[config.mk]
export PLATFORM = sky130hd
export DESIGN_NAME = tdm_ctl_serializer
export DESIGN_NICKNAME = d
export VERILOG_FILES = /design/src/rtl/tcs_pkg.sv /design/src/rtl/tcs_frame_timer.sv /design/src/rtl/tcs_lookup_gen.sv /design/src/rtl/tcs_oe_tracker.sv /design/src/rtl/tdm_ctl_serializer.sv
export SDC_FILE = /design/constraint.sdc
export NUM_CORES = 1
export LEC_CHECK = 0
export BUFFER_PORTS_ARGS = -buffer_cell sky130_fd_sc_hd__buf_4
export CAP_MARGIN = 5
export CORE_UTILIZATION = 40
export DETAILED_ROUTE_END_ITERATION = 10
export PLACE_DENSITY = 0.65
export SYNTH_ARGS = -nofsm -noshare
export SYNTH_HDL_FRONTEND = slang
export SYNTH_HIERARCHICAL = 1
export SYNTH_SLANG_ARGS = --single-unit
[constraint.sdc]
create_clock -name clk -period 3.24 [get_ports clk]
set_input_delay 0.324 -clock clk [delete_from_list [all_inputs] [get_ports clk]]
set_output_delay 0.324 -clock clk [all_outputs]
set_load 0.05 [all_outputs]
[src/rtl/tcs_pkg.sv]
package tcs_pkg;

    localparam int RATE_W = 2;

    typedef enum logic [1:0] {
        ST_WAIT_SYNC = 2'd0,
        ST_PRIME     = 2'd1,
        ST_STREAM    = 2'd2
    } sync_state_e;

    typedef enum logic [1:0] {
        RATE_2M048  = 2'b00,
        RATE_4M096  = 2'b01,
        RATE_8M192  = 2'b10,
        RATE_16M384 = 2'b11
    } stream_rate_e;

    // log2 of how many 8-slot groups one channel of the stream spans
    function automatic logic [1:0] rep_log2(input logic [RATE_W-1:0] code);
        logic [1:0] r;
        unique case (stream_rate_e'(code))
            RATE_16M384: r = 2'd0;
            RATE_8M192:  r = 2'd1;
            RATE_4M096:  r = 2'd2;
            RATE_2M048:  r = 2'd3;
            default:     r = 2'd0;
        endcase
        return r;
    endfunction

endpackage

[src/rtl/tcs_frame_timer.sv]
module tcs_frame_timer
    import tcs_pkg::*;
#(
    parameter int FRAME_LEN = 2048,
    parameter int PIPE      = 2
) (
    input  logic                         clk,
    input  logic                         rst_n,
    input  logic                         frame_sync,
    output logic [$clog2(FRAME_LEN)-1:0] pos,
    output sync_state_e                  state,
    output logic                         load_line
);

    localparam int POS_W   = $clog2(FRAME_LEN);
    localparam int PRIME_W = $clog2(PIPE + 1);
    localparam logic [POS_W-1:0]   LAST_POS   = POS_W'(FRAME_LEN - 1);
    localparam logic [PRIME_W-1:0] PRIME_LAST = PRIME_W'(PIPE - 1);

    sync_state_e          state_q, state_d;
    logic [POS_W-1:0]     pos_q;
    logic [PRIME_W-1:0]   prime_q;
    logic                 at_end;
    logic                 realign;
    logic                 prime_done;

    assign at_end     = (pos_q == LAST_POS);
    assign realign    = frame_sync && !((state_q == ST_STREAM) && at_end);
    assign prime_done = (prime_q == PRIME_LAST);

    // frame position counter: pulse forces the next cycle to position 0
    always_ff @(posedge clk) begin
        if (!rst_n)
            pos_q <= '0;
        else if (frame_sync)
            pos_q <= '0;
        else
            pos_q <= pos_q + 1'b1;
    end

    // state register
    always_ff @(posedge clk) begin
        if (!rst_n)
            state_q <= ST_WAIT_SYNC;
        else
            state_q <= state_d;
    end

    // priming counter
    always_ff @(posedge clk) begin
        if (!rst_n)
            prime_q <= '0;
        else if (realign)
            prime_q <= '0;
        else if ((state_q == ST_PRIME) && !prime_done)
            prime_q <= prime_q + 1'b1;
    end

    // next state
    always_comb begin
        state_d = state_q;
        unique case (state_q)
            ST_WAIT_SYNC: if (realign) state_d = ST_PRIME;
            ST_PRIME: begin
                if (realign)
                    state_d = ST_PRIME;
                else if (prime_done)
                    state_d = ST_STREAM;
            end
            ST_STREAM:    if (realign) state_d = ST_PRIME;
            default:      state_d = ST_WAIT_SYNC;
        endcase
    end

    // outputs
    always_comb begin
        load_line = 1'b0;
        unique case (state_q)
            ST_WAIT_SYNC: load_line = 1'b0;
            ST_PRIME:     load_line = !realign && prime_done;
            ST_STREAM:    load_line = !realign;
            default:      load_line = 1'b0;
        endcase
    end

    assign pos   = pos_q;
    assign state = state_q;

endmodule

[src/rtl/tcs_lookup_gen.sv]
module tcs_lookup_gen
    import tcs_pkg::*;
#(
    parameter int LINES     = 4,
    parameter int STREAMS   = 32,
    parameter int FRAME_LEN = 2048,
    parameter int LEAD      = 10,
    parameter int PIPE      = 2
) (
    input  logic [$clog2(FRAME_LEN)-1:0]                                   pos,
    input  logic [STREAMS*RATE_W-1:0]                                      stream_rate,
    output logic [LINES*$clog2(STREAMS)-1:0]                               lk_stream,
    output logic [LINES*($clog2(FRAME_LEN)-$clog2(STREAMS/LINES))-1:0]     lk_chan
);

    localparam int POS_W    = $clog2(FRAME_LEN);
    localparam int GROUP    = STREAMS / LINES;
    localparam int GRP_W    = $clog2(GROUP);
    localparam int LINE_W   = $clog2(LINES);
    localparam int STREAM_W = $clog2(STREAMS);
    localparam int CHAN_W   = POS_W - GRP_W;

    logic [POS_W-1:0]  slot;
    logic [GRP_W-1:0]  member;
    logic [CHAN_W-1:0] grp;

    // slot whose bit must leave the line PIPE cycles from now, advanced by LEAD
    assign slot   = pos + POS_W'(PIPE + LEAD);
    assign member = slot[GRP_W-1:0];
    assign grp    = slot[POS_W-1:GRP_W];

    for (genvar n = 0; n < LINES; n++) begin : g_line
        logic [STREAM_W-1:0] sid;
        logic [RATE_W-1:0]   code;
        logic [1:0]          sh;

        assign sid  = {member, LINE_W'(n)};
        assign code = stream_rate[sid*RATE_W +: RATE_W];
        assign sh   = rep_log2(code);

        assign lk_stream[n*STREAM_W +: STREAM_W] = sid;
        assign lk_chan[n*CHAN_W +: CHAN_W]       = grp >> sh;
    end

endmodule

[src/rtl/tcs_oe_tracker.sv]
module tcs_oe_tracker #(
    parameter int LINES   = 4,
    parameter int STREAMS = 32,
    parameter int LEAD    = 10
) (
    input  logic                               clk,
    input  logic                               rst_n,
    input  logic                               mode_int,
    input  logic [$clog2(STREAMS/LINES)-1:0]   grp_phase,
    input  logic [LINES-1:0]                   ctl_line,
    output logic [STREAMS-1:0]                 stream_oe
);

    localparam int GROUP = STREAMS / LINES;

    // dly_q[j] holds the line value from j cycles earlier
    logic [LINES-1:0]   dly_q [1:LEAD-1];
    logic [STREAMS-1:0] oe_q;

    always_ff @(posedge clk) begin
        if (!rst_n) begin
            for (int j = 1; j < LEAD; j++) dly_q[j] <= '0;
        end else begin
            dly_q[1] <= ctl_line;
            for (int j = 2; j < LEAD; j++) dly_q[j] <= dly_q[j-1];
        end
    end

    // on the last cycle of a group, slot k of line n was sent LEAD-1-k cycles ago
    always_ff @(posedge clk) begin
        if (!rst_n) begin
            oe_q <= '0;
        end else if (!mode_int) begin
            oe_q <= '1;
        end else if (&grp_phase) begin
            for (int k = 0; k < GROUP; k++)
                for (int n = 0; n < LINES; n++)
                    oe_q[k*LINES + n] <= dly_q[LEAD-1-k][n];
        end
    end

    assign stream_oe = oe_q;

endmodule

[src/rtl/tdm_ctl_serializer.sv]
module tdm_ctl_serializer
    import tcs_pkg::*;
#(
    parameter int LINES     = 4,
    parameter int STREAMS   = 32,
    parameter int FRAME_LEN = 2048,
    parameter int LEAD      = 10,
    parameter int PIPE      = 2
) (
    input  logic                                                         clk,
    input  logic                                                         rst_n,
    input  logic                                                         mode_strap,
    input  logic                                                         frame_sync,
    input  logic [STREAMS*2-1:0]                                         stream_rate,
    output logic [LINES*$clog2(STREAMS)-1:0]                             lk_stream,
    output logic [LINES*($clog2(FRAME_LEN)-$clog2(STREAMS/LINES))-1:0]   lk_chan,
    input  logic [LINES-1:0]                                             lk_oe,
    output logic [LINES-1:0]                                             ctl_line,
    output logic [STREAMS-1:0]                                           stream_oe
);

    localparam int POS_W = $clog2(FRAME_LEN);
    localparam int GRP_W = $clog2(STREAMS / LINES);

    logic             mode_q;
    logic [POS_W-1:0] pos_w;
    sync_state_e      st_w;
    logic             load_w;
    logic [LINES-1:0] line_q;

    // strap is captured only while reset is held
    always_ff @(posedge clk) begin
        if (!rst_n) mode_q <= mode_strap;
    end

    tcs_frame_timer #(
        .FRAME_LEN (FRAME_LEN),
        .PIPE      (PIPE)
    ) u_timer (
        .clk        (clk),
        .rst_n      (rst_n),
        .frame_sync (frame_sync),
        .pos        (pos_w),
        .state      (st_w),
        .load_line  (load_w)
    );

    tcs_lookup_gen #(
        .LINES     (LINES),
        .STREAMS   (STREAMS),
        .FRAME_LEN (FRAME_LEN),
        .LEAD      (LEAD),
        .PIPE      (PIPE)
    ) u_lookup (
        .pos         (pos_w),
        .stream_rate (stream_rate),
        .lk_stream   (lk_stream),
        .lk_chan     (lk_chan)
    );

    always_ff @(posedge clk) begin
        if (!rst_n)
            line_q <= '0;
        else if (load_w)
            line_q <= lk_oe;
        else
            line_q <= '0;
    end

    assign ctl_line = line_q;

    tcs_oe_tracker #(
        .LINES   (LINES),
        .STREAMS (STREAMS),
        .LEAD    (LEAD)
    ) u_oe (
        .clk       (clk),
        .rst_n     (rst_n),
        .mode_int  (mode_q),
        .grp_phase (pos_w[GRP_W-1:0]),
        .ctl_line  (line_q),
        .stream_oe (stream_oe)
    );

endmodule

==> qor.txt, run 1 <==
number of nets with antenna violations after routing: 0
Iter 0 DRT Violations: 202
Area growth, synth to finish: 31.7%
f_max: 327 MHz
Final period util: 0.944
clock skew: 7.66 ps
count of buffers from port buffering: 151
Tmin final: 3060 ps
total I/O pin count: 160
detailed-route wire length: 10.6 mm
Worst Path Class, Setup: reg -> out
critical path capture point type: primary output
CTS root buf: sky130_fd_sc_hd__clkbuf_16
sequential fraction of the synthesis area: 0.380
Post-synth EDFFs: 1
Chip Height: 110 um
relative max-transition margin: 0.230
clock sinks: 88
initial core utilization: 0.410
Synth Cell Area: 4660 um^2
Synth top cells by count: sky130_fd_sc_hd__dfxtp_1, sky130_fd_sc_hd__mux2i_1, sky130_fd_sc_hd__and2_1
First-pass DRT Iterations: 4
Std-Cell Rows: 39
Ant. Diodes: 0
Overflow after GRT: 0
proportion of power drawn by the clock network: 0.383
total of endpoints with negative setup slack in the final report: 0
cell with the most instances after synthesis: sky130_fd_sc_hd__dfxtp_1
internal power: 1.95 mW
Final Wtd Congestion: 0.844
Post-CTS Setup Repair Bufs: 0
synthesized area divided by synthesized cell count: 11.0 um^2
Hold Violations, Final: 0
max-capacitance violation count: 0
fraction of power consumed by sequential logic: 0.420
Setup crit start kind: flop
Leakage: 2.90 nW
ratio of total power to cell area: 448 nW/um^2
number of fill cells in the layout: 1015
cell count after synthesis: 424
RSZ-0062 raised after global routing: false
path class of the lowest-slack min-delay path: in -> reg
top-area cell type share of the netlist area: 0.374
async set-or-reset flop fraction in the synthesized netlist: 0
Worst Hold Slack: 171 ps
data required time of the critical path: 2920 ps
wire length of the first global-routing pass: 16.7 mm
highest fanout seen on the critical path: 11
pin count of the biggest net entering global routing: 79
clock buffer depth: 2
slew at the pin closest to its max-slew limit: 1150 ps
vias in the first global route: 3480
CTS tree: yes
HPWL reported at the end of detailed placement: 7.96 mm
WL/cell: 15.0 um
core area: 11400 um^2
cell types with the largest area share after synthesis: sky130_fd_sc_hd__dfxtp_1, sky130_fd_sc_hd__mux2i_1, sky130_fd_sc_hd__a21boi_1
dominant cell type by area after synthesis: sky130_fd_sc_hd__dfxtp_1
cell area reported after detailed placement: 5820 um^2
fin area: 6140 um^2
Yosys warning count: 6
Final TNS setup: 0 ps
portion of total power attributed to combinational logic: 0.196
number of antenna violations at the first check in global routing: 0
GR Util All Layers: 0.182
Worst IR Drop VDD: 0.000538 V
later-pin clock latency in the skew report: 330 ps
sw frac: 0.289
outcome: complete, no violations
detail-routed via count per cell: 4.95
fraction of layout cells with a size suffix above 1: 0.382
DRC Markers: 0
total count of max-transition violations in the final report: 0
full die area: 12100 um^2
number of H-tree levels: 3
Reg clk slew, reported paths: 60 ps
die boundary width: 110 um
Total Nets Final: 639
DR vias: 3502
number of distinct library cell variants in the gate-level netlist after synthesis: 44
number of synthesized register bits: 88
switching power summed over all nets: 796 uW
number of buffers added by the clock tree synthesis step: 9
data arrival time of the critical path: 2730 ps
Most used DFF post-synth: sky130_fd_sc_hd__dfxtp_1
path summary, 6_finish.rpt:
path	end	depth (start not counted)	startpoint	slack, ps
max	lk_chan[21]	6	u_timer/pos[1]$_SDFF_PP0_	180
min	mode_q$_DFFE_PN_	1	mode_strap	170
max reg2reg	u_oe/stream_oe[22]$_SDFFE_PN0P_	4	u_timer/pos[0]$_SDFF_PP0_	1250
min reg2reg	u_oe/dly_q[1][0]$_SDFF_PN0_	1	u_oe/dly_q[0][4]$_SDFF_PN0_	440
per-layer routing:
metal	vias to the layer above	share of wire	GRT usage
met4	0	0.024	0.0781
met3	20	0.037	0.0373
met2	83	0.53	0.337
met1	1660	0.41	0.200
met5	-	0	0
li1	1739	-	-
registers in the layout, summed over array words and instances, names as in the netlist:
signal           count
u_timer/pos         11
u_oe/stream_oe      32
mode_q               1
ctl_line             4
u_timer/state        2
u_oe/dly_q          36
u_timer/prime_q      2
what timing repair did:
item,4_1_cts,5_1_grt
gates resized for setup,1,0
hold buffers,0,0
setup endpoints to repair,8,0
placed cells by master, fill, tap and decap left out, drive strengths merged, types with 6 or more instances in the layout:
master    n
nand2     9
buf     159
mux4     16
clkbuf    9
and2     36
ha        7
a21boi   32
xor2      7
nor2     30
xnor2    11
conb      8
o21ai     6
dfxtp    87
mux2i    90
inv      12
a21oi     7
through the flow:
| step | util | setup WS [ps] | std cells | power, mW |
|---|---|---|---|---|
| 4_1_cts | 0.540 | 160 | 708 | 2.79 |
| 3_3_place_gp | 0.512 | 382 | 692 | 1.72 |
| 6_report | 0.540 | 181 | 708 | 2.75 |
| 2_1_floorplan | - | 17.0 | 430 | 1.56 |
| 3_5_place_dp | 0.512 | 345 | 692 | 1.72 |
| 5_1_grt | 0.540 | 16.4 | 708 | 2.87 |
power by group through the flow:
stage                     Combinational (mW)  Sequential, mW  Clock [mW]
after floorplan                        0.280            1.28           0
after global placement                 0.535            1.18           0
after detailed placement               0.542            1.18           0
after CTS                              0.543            1.16        1.09
after global routing                   0.572            1.16        1.13
final                                  0.540            1.16        1.05
logic make-up after synthesis:
family	synth area share
and+or+nand+nor	0.120
muxes	0.299
other	0.00161
xor gates and xnor gates	0.0338
buffers and inverters	0.0698
DFF	0.380
AOI/OAI and AO/OA	0.0768
adders and majority gates	0.0188
area by class of cell:
| class | count | area (um^2) | area share |
|---|---|---|---|
| Clock inverter | 7 | 88.8 | 0.0145 |
| Sequential cell | 88 | 1770 | 0.289 |
| Multi-Input combinational cell | 292 | 2640 | 0.430 |
| Clock buffer | 9 | 225 | 0.0367 |
| Timing Repair Buffer | 159 | 1190 | 0.194 |
| Inverter | 10 | 37.5 | 0.00612 |
| Tap cell | 143 | 179 | 0.0292 |
worst max-delay path, stage by stage (launching register included):
cell                      delay, ps
sky130_fd_sc_hd__dfxtp_2        490
sky130_fd_sc_hd__buf_4          280
sky130_fd_sc_hd__mux4_2         560
sky130_fd_sc_hd__mux2i_4        380
sky130_fd_sc_hd__mux2i_1        360
sky130_fd_sc_hd__mux2i_2        110
sky130_fd_sc_hd__buf_4          210
Note: power is estimated with default switching activity, not from simulation.
==> inputs of run 2 (changes only) <==
--- a/config.mk
+++ b/config.mk
@@ -7,9 +7,12 @@
 export LEC_CHECK = 0
 export BUFFER_PORTS_ARGS = -buffer_cell sky130_fd_sc_hd__buf_4
 export CAP_MARGIN = 5
-export CORE_UTILIZATION = 40
+export CELL_PAD_IN_SITES_DETAIL_PLACEMENT = 1
+export CELL_PAD_IN_SITES_GLOBAL_PLACEMENT = 1
+export CORE_ASPECT_RATIO = 1.75
+export CORE_UTILIZATION = 38
 export DETAILED_ROUTE_END_ITERATION = 10
-export PLACE_DENSITY = 0.65
+export PLACE_DENSITY = 0.79
 export SYNTH_ARGS = -nofsm -noshare
 export SYNTH_HDL_FRONTEND = slang
 export SYNTH_HIERARCHICAL = 1
==> run 2 against run 1 <==
  * Maximum frequency hardly changed
  * Setup slack got worse by 1.3 ps
  * Combinational power grew 2%
  * Critical path depth unchanged
  * Total power up 2.1%
  * Non-clock buffer count is the same
  * Critical endpoint is now lk_chan[18]
  * Sequential cell count unchanged
  * Highest routed layer unchanged
  * Via count grew 3.4%
==> qor.txt, run 2 (same netlist as run 1, synthesis figures left out) <==
outcome: complete, no violations
highest fanout seen on the critical path: 16
core area: 12000 um^2
worst setup slack after placement: 535 ps
relative max-transition margin: 0.268
RSZ-0062 raised after global routing: false
Area growth, synth to finish: 32.7%
largest reg by FF count: u_oe/dly_q
clock sinks: 88
Hold Violations, Final: 0
GR Util All Layers: 0.194
fin area: 6180 um^2
number of fill cells in the layout: 1341
Std-Cell Rows: 53
number of H-tree levels: 3
wire length of the first global-routing pass: 19.3 mm
ratio of total power to cell area: 454 nW/um^2
worst reg2reg setup slack: 1220 ps
path class of the lowest-slack min-delay path: in -> reg
Reg clk slew, reported paths: 60 ps
First-pass DRT Iterations: 4
data required time of the critical path: 2920 ps
DRC Markers: 0
Tmin final: 3060 ps
Post-CTS Setup Repair Bufs: 0
number of nets with antenna violations after routing: 0
CTS root buf: sky130_fd_sc_hd__clkbuf_16
most common library cell in the layout ignoring fill and taps: sky130_fd_sc_hd__buf_4
Chip Height: 148 um
DR vias: 3620
later-pin clock latency in the skew report: 330 ps
CTS tree: yes
pin count of the biggest net entering global routing: 79
min setup slack post-route: 180 ps
clock buffer depth: 2
vias in the first global route: 3901
critical path launch point: u_timer/pos[1]$_SDFF_PP0_
top library cells by usage in the layout, fill and taps aside: sky130_fd_sc_hd__buf_4, sky130_fd_sc_hd__dfxtp_1, sky130_fd_sc_hd__mux2i_1, sky130_fd_sc_hd__and2_1
number of flip-flops under the largest register name: 36
Worst Path Class, Setup: reg -> out
end point of the critical path: lk_chan[18]
Overflow after GRT: 0
count of cells along the worst register-to-register path: 4
Core Util, Final: 0.515
cell area reported after detailed placement: 5860 um^2
Ant. Diodes: 0
data arrival time of the critical path: 2740 ps
number of buffers inserted for hold repair after clock tree synthesis: 0
detail-routed via count per cell: 4.96
critical path capture point type: primary output
full die area: 12700 um^2
total count of max-transition violations in the final report: 0
Iter 0 DRT Violations: 85
number of buffers added by the clock tree synthesis step: 9
count of buffers from port buffering: 151
total of endpoints with negative setup slack in the final report: 0
WL/cell: 16.4 um
number of antenna violations at the first check in global routing: 0
Final period util: 0.944
total I/O pin count: 160
Setup crit start kind: flop
slew at the pin closest to its max-slew limit: 1100 ps
initial core utilization: 0.388
capturing point of the worst reg2reg path: u_oe/stream_oe[9]$_SDFFE_PN0P_
Leakage: 2.91 nW
launch point of the worst reg-to-reg path: u_timer/pos[0]$_SDFF_PP0_
max-capacitance violation count: 0
Worst IR Drop VDD: 0.000235 V
f_max: 327 MHz
clock skew: 6.29 ps
cts repair resizes: 0
die boundary width: 85.7 um
Final TNS setup: 0 ps
Total Nets Final: 639
detailed-route wire length: 11.9 mm
Final Wtd Congestion: 0.809
fraction of layout cells with a size suffix above 1: 0.379
HPWL reported at the end of detailed placement: 9.32 mm
-- run 2: power by group --
part / switching [mW] / internal, mW
Clock: 0.403 / 0.696
Sequential: 0.0343 / 1.12
Combinational: 0.328 / 0.223
-- run 2: how the worst min path moves through the flow --
| stage | from | endpoint | depth (start not counted) |
|---|---|---|---|
| after floorplan | u_oe/dly_q[0][4]$_SDFF_PN0_ | u_oe/dly_q[1][0]$_SDFF_PN0_ | 1 |
| after global placement | u_oe/dly_q[0][7]$_SDFF_PN0_ | u_oe/dly_q[1][3]$_SDFF_PN0_ | 1 |
| after detailed placement | u_oe/dly_q[0][4]$_SDFF_PN0_ | u_oe/dly_q[1][0]$_SDFF_PN0_ | 1 |
| after CTS | mode_strap | mode_q$_DFFE_PN_ | 1 |
| after global routing | mode_strap | mode_q$_DFFE_PN_ | 1 |
| final | mode_strap | mode_q$_DFFE_PN_ | 1 |
-- run 2: routing by layer --
layer | global-route usage | part of all wire | vias up | wire [um]
li1 | - | - | 1735 | -
met1 | 0.180 | 0.33 | 1714 | 3960
met2 | 0.386 | 0.57 | 144 | 6850
met3 | 0.0544 | 0.065 | 27 | 779
met4 | 0.0750 | 0.030 | 0 | 357
met5 | 0 | 0 | - | 0
-- run 2: cell type report --
type	count	area (um^2)	area share
inverter	10	37.5	0.00607
sequential	88	1770	0.287
multi-input combinational	292	2640	0.427
clock buffer	11	243	0.0393
tap	165	206	0.0334
timing repair buffer	159	1210	0.195
clock inverter	5	78.8	0.0127
-- run 2: metrics by stage --
stage / hold slack [ps] / instances / power, mW
5_1_grt: 164 / 730 / 2.92
4_1_cts: 161 / 730 / 2.84
3_3_place_gp: 421 / 714 / 1.72
3_5_place_dp: 426 / 714 / 1.74
2_1_floorplan: 412 / 430 / 1.56
6_report: 174 / 730 / 2.81
-- run 2: critical path: stages (launching register included) --
cell and delay [ps]:
sky130_fd_sc_hd__dfxtp_1 340, sky130_fd_sc_hd__buf_4 280, sky130_fd_sc_hd__mux4_1 640, sky130_fd_sc_hd__mux2i_4 460, sky130_fd_sc_hd__mux2i_1 340, sky130_fd_sc_hd__mux2i_2 120, sky130_fd_sc_hd__buf_4 210
==> inputs of run 3 (changes only) <==
--- a/config.mk
+++ b/config.mk
@@ -13,6 +13,7 @@
 export CORE_UTILIZATION = 38
 export DETAILED_ROUTE_END_ITERATION = 10
 export PLACE_DENSITY = 0.79
+export RECOVER_POWER = 100
 export SYNTH_ARGS = -nofsm -noshare
 export SYNTH_HDL_FRONTEND = slang
 export SYNTH_HIERARCHICAL = 1
==> run 3 against run 2 <==
  * Total power shrank 1.5%
  * Critical path depth unchanged
  * Core utilization fell by 2.2 points
  * Register-to-register slack worse by 490 ps
  * Design area is 4.3% lower
  * Largest power group unchanged
  * Clock power is essentially flat
  * Routed wire length is 0.18% lower
  * Combinational power down 7.3%
  * Highest routed layer unchanged
==> qor.txt, run 3 (same netlist as run 1, synthesis figures left out) <==
detailed-route wire length: 11.9 mm
path class of the lowest-slack min-delay path: in -> reg
initial core utilization: 0.388
fraction of layout cells with a size suffix above 1: 0.288
Iter 0 DRT Violations: 95
Post-CTS Setup Repair Bufs: 0
Leakage: 2.67 nW
vias in the first global route: 3901
Std-Cell Rows: 53
GR Util All Layers: 0.194
Overflow after GRT: 0
count of buffers from port buffering: 151
Area growth, synth to finish: 27.0%
full die area: 12700 um^2
number of buffers inserted for hold repair after clock tree synthesis: 0
Worst IR Drop VDD: 0.000232 V
Final Wtd Congestion: 0.809
Final TNS setup: 0 ps
data required time of the critical path: 2920 ps
CTS root buf: sky130_fd_sc_hd__clkbuf_16
total of endpoints with negative setup slack in the final report: 0
number of antenna violations at the first check in global routing: 0
max-capacitance violation count: 0
Reg clk slew, reported paths: 60 ps
number of cells on the worst hold path: 1
number of flip-flops under the largest register name: 36
Ant. Diodes: 0
RSZ-0062 raised after global routing: false
pin count of the biggest net entering global routing: 79
wire length of the first global-routing pass: 19.3 mm
number of nets with antenna violations after routing: 0
Tmin final: 3070 ps
First-pass DRT Iterations: 4
number of H-tree levels: 3
largest reg by FF count: u_oe/dly_q
total count of max-transition violations in the final report: 0
most common library cell in the layout ignoring fill and taps: sky130_fd_sc_hd__dfxtp_1
number of buffers added by the clock tree synthesis step: 9
clock skew: 6.18 ps
total I/O pin count: 160
clock sinks: 88
slew at the pin closest to its max-slew limit: 1120 ps
number of fill cells in the layout: 1364
Final period util: 0.946
Worst Hold Slack: 196 ps
later-pin clock latency in the skew report: 330 ps
fin area: 5920 um^2
detail-routed via count per cell: 4.99
Chip Height: 148 um
Total Power: 2.77 mW
cell count after placement: 714
data arrival time of the critical path: 2740 ps
min setup slack post-route: 173 ps
Worst Path Class, Setup: reg -> out
highest fanout seen on the critical path: 16
Hold Violations, Final: 0
Core Util, Final: 0.493
critical path capture point type: primary output
top library cells by usage in the layout, fill and taps aside: sky130_fd_sc_hd__dfxtp_1, sky130_fd_sc_hd__buf_4, sky130_fd_sc_hd__mux2i_1, sky130_fd_sc_hd__clkbuf_1
worst setup slack after placement: 535 ps
CTS tree: yes
Setup crit start kind: flop
DRC Markers: 0
f_max: 326 MHz
Total Nets Final: 639
cts repair resizes: 0
cell area reported after detailed placement: 5860 um^2
core area: 12000 um^2
count of cells along the worst register-to-register path: 4
non-filler cells in the finished layout: 730
relative max-transition margin: 0.255
HPWL reported at the end of detailed placement: 9.32 mm
clock buffer depth: 2
DR vias: 3645
ratio of total power to cell area: 467 nW/um^2
outcome: complete, no violations
WL/cell: 16.3 um
die boundary width: 85.7 um
run 3: final timing paths:
| check | from | slack [ps] | end |
|---|---|---|---|
| setup / recovery | u_timer/pos[1]$_SDFF_PP0_ | 170 | lk_chan[18] |
| setup reg to reg | u_timer/pos[0]$_SDFF_PP0_ | 730 | u_oe/stream_oe[9]$_SDFFE_PN0P_ |
| hold / removal | mode_strap | 200 | mode_q$_DFFE_PN_ |
| hold reg to reg | u_oe/dly_q[0][4]$_SDFF_PN0_ | 430 | u_oe/dly_q[1][0]$_SDFF_PN0_ |
run 3: where the power goes:
| group | total (mW) | switching, mW | internal (mW) |
|---|---|---|---|
| sequential | 1.16 | 0.0325 | 1.12 |
| clock | 1.10 | 0.401 | 0.696 |
| combinational | 0.511 | 0.326 | 0.185 |
run 3: cell type report:
type	count	area, um^2	share of cell area
multi-input cells	292	2610	0.441
clock buffers	11	243	0.0410
repair buffers	159	970	0.164
clock inverters	5	78.8	0.0133
inverters	10	37.5	0.00634
well taps	165	206	0.0349
flip-flops and latches	88	1770	0.299
run 3: critical path, cell delays in order (launching register included):
cell and delay, ps:
sky130_fd_sc_hd__dfxtp_1 340, sky130_fd_sc_hd__buf_4 270, sky130_fd_sc_hd__mux4_1 640, sky130_fd_sc_hd__mux2i_4 460, sky130_fd_sc_hd__mux2i_1 340, sky130_fd_sc_hd__mux2i_2 120
sky130_fd_sc_hd__clkbuf_4 230
run 3: routing by layer:
metal  GRT usage  vias up  wire (um)
met4      0.0750        0        357
met1       0.180     1736       3980
met2       0.386      148       6790
met5           0        -          0
li1            -     1734          -
met3      0.0544       27        795
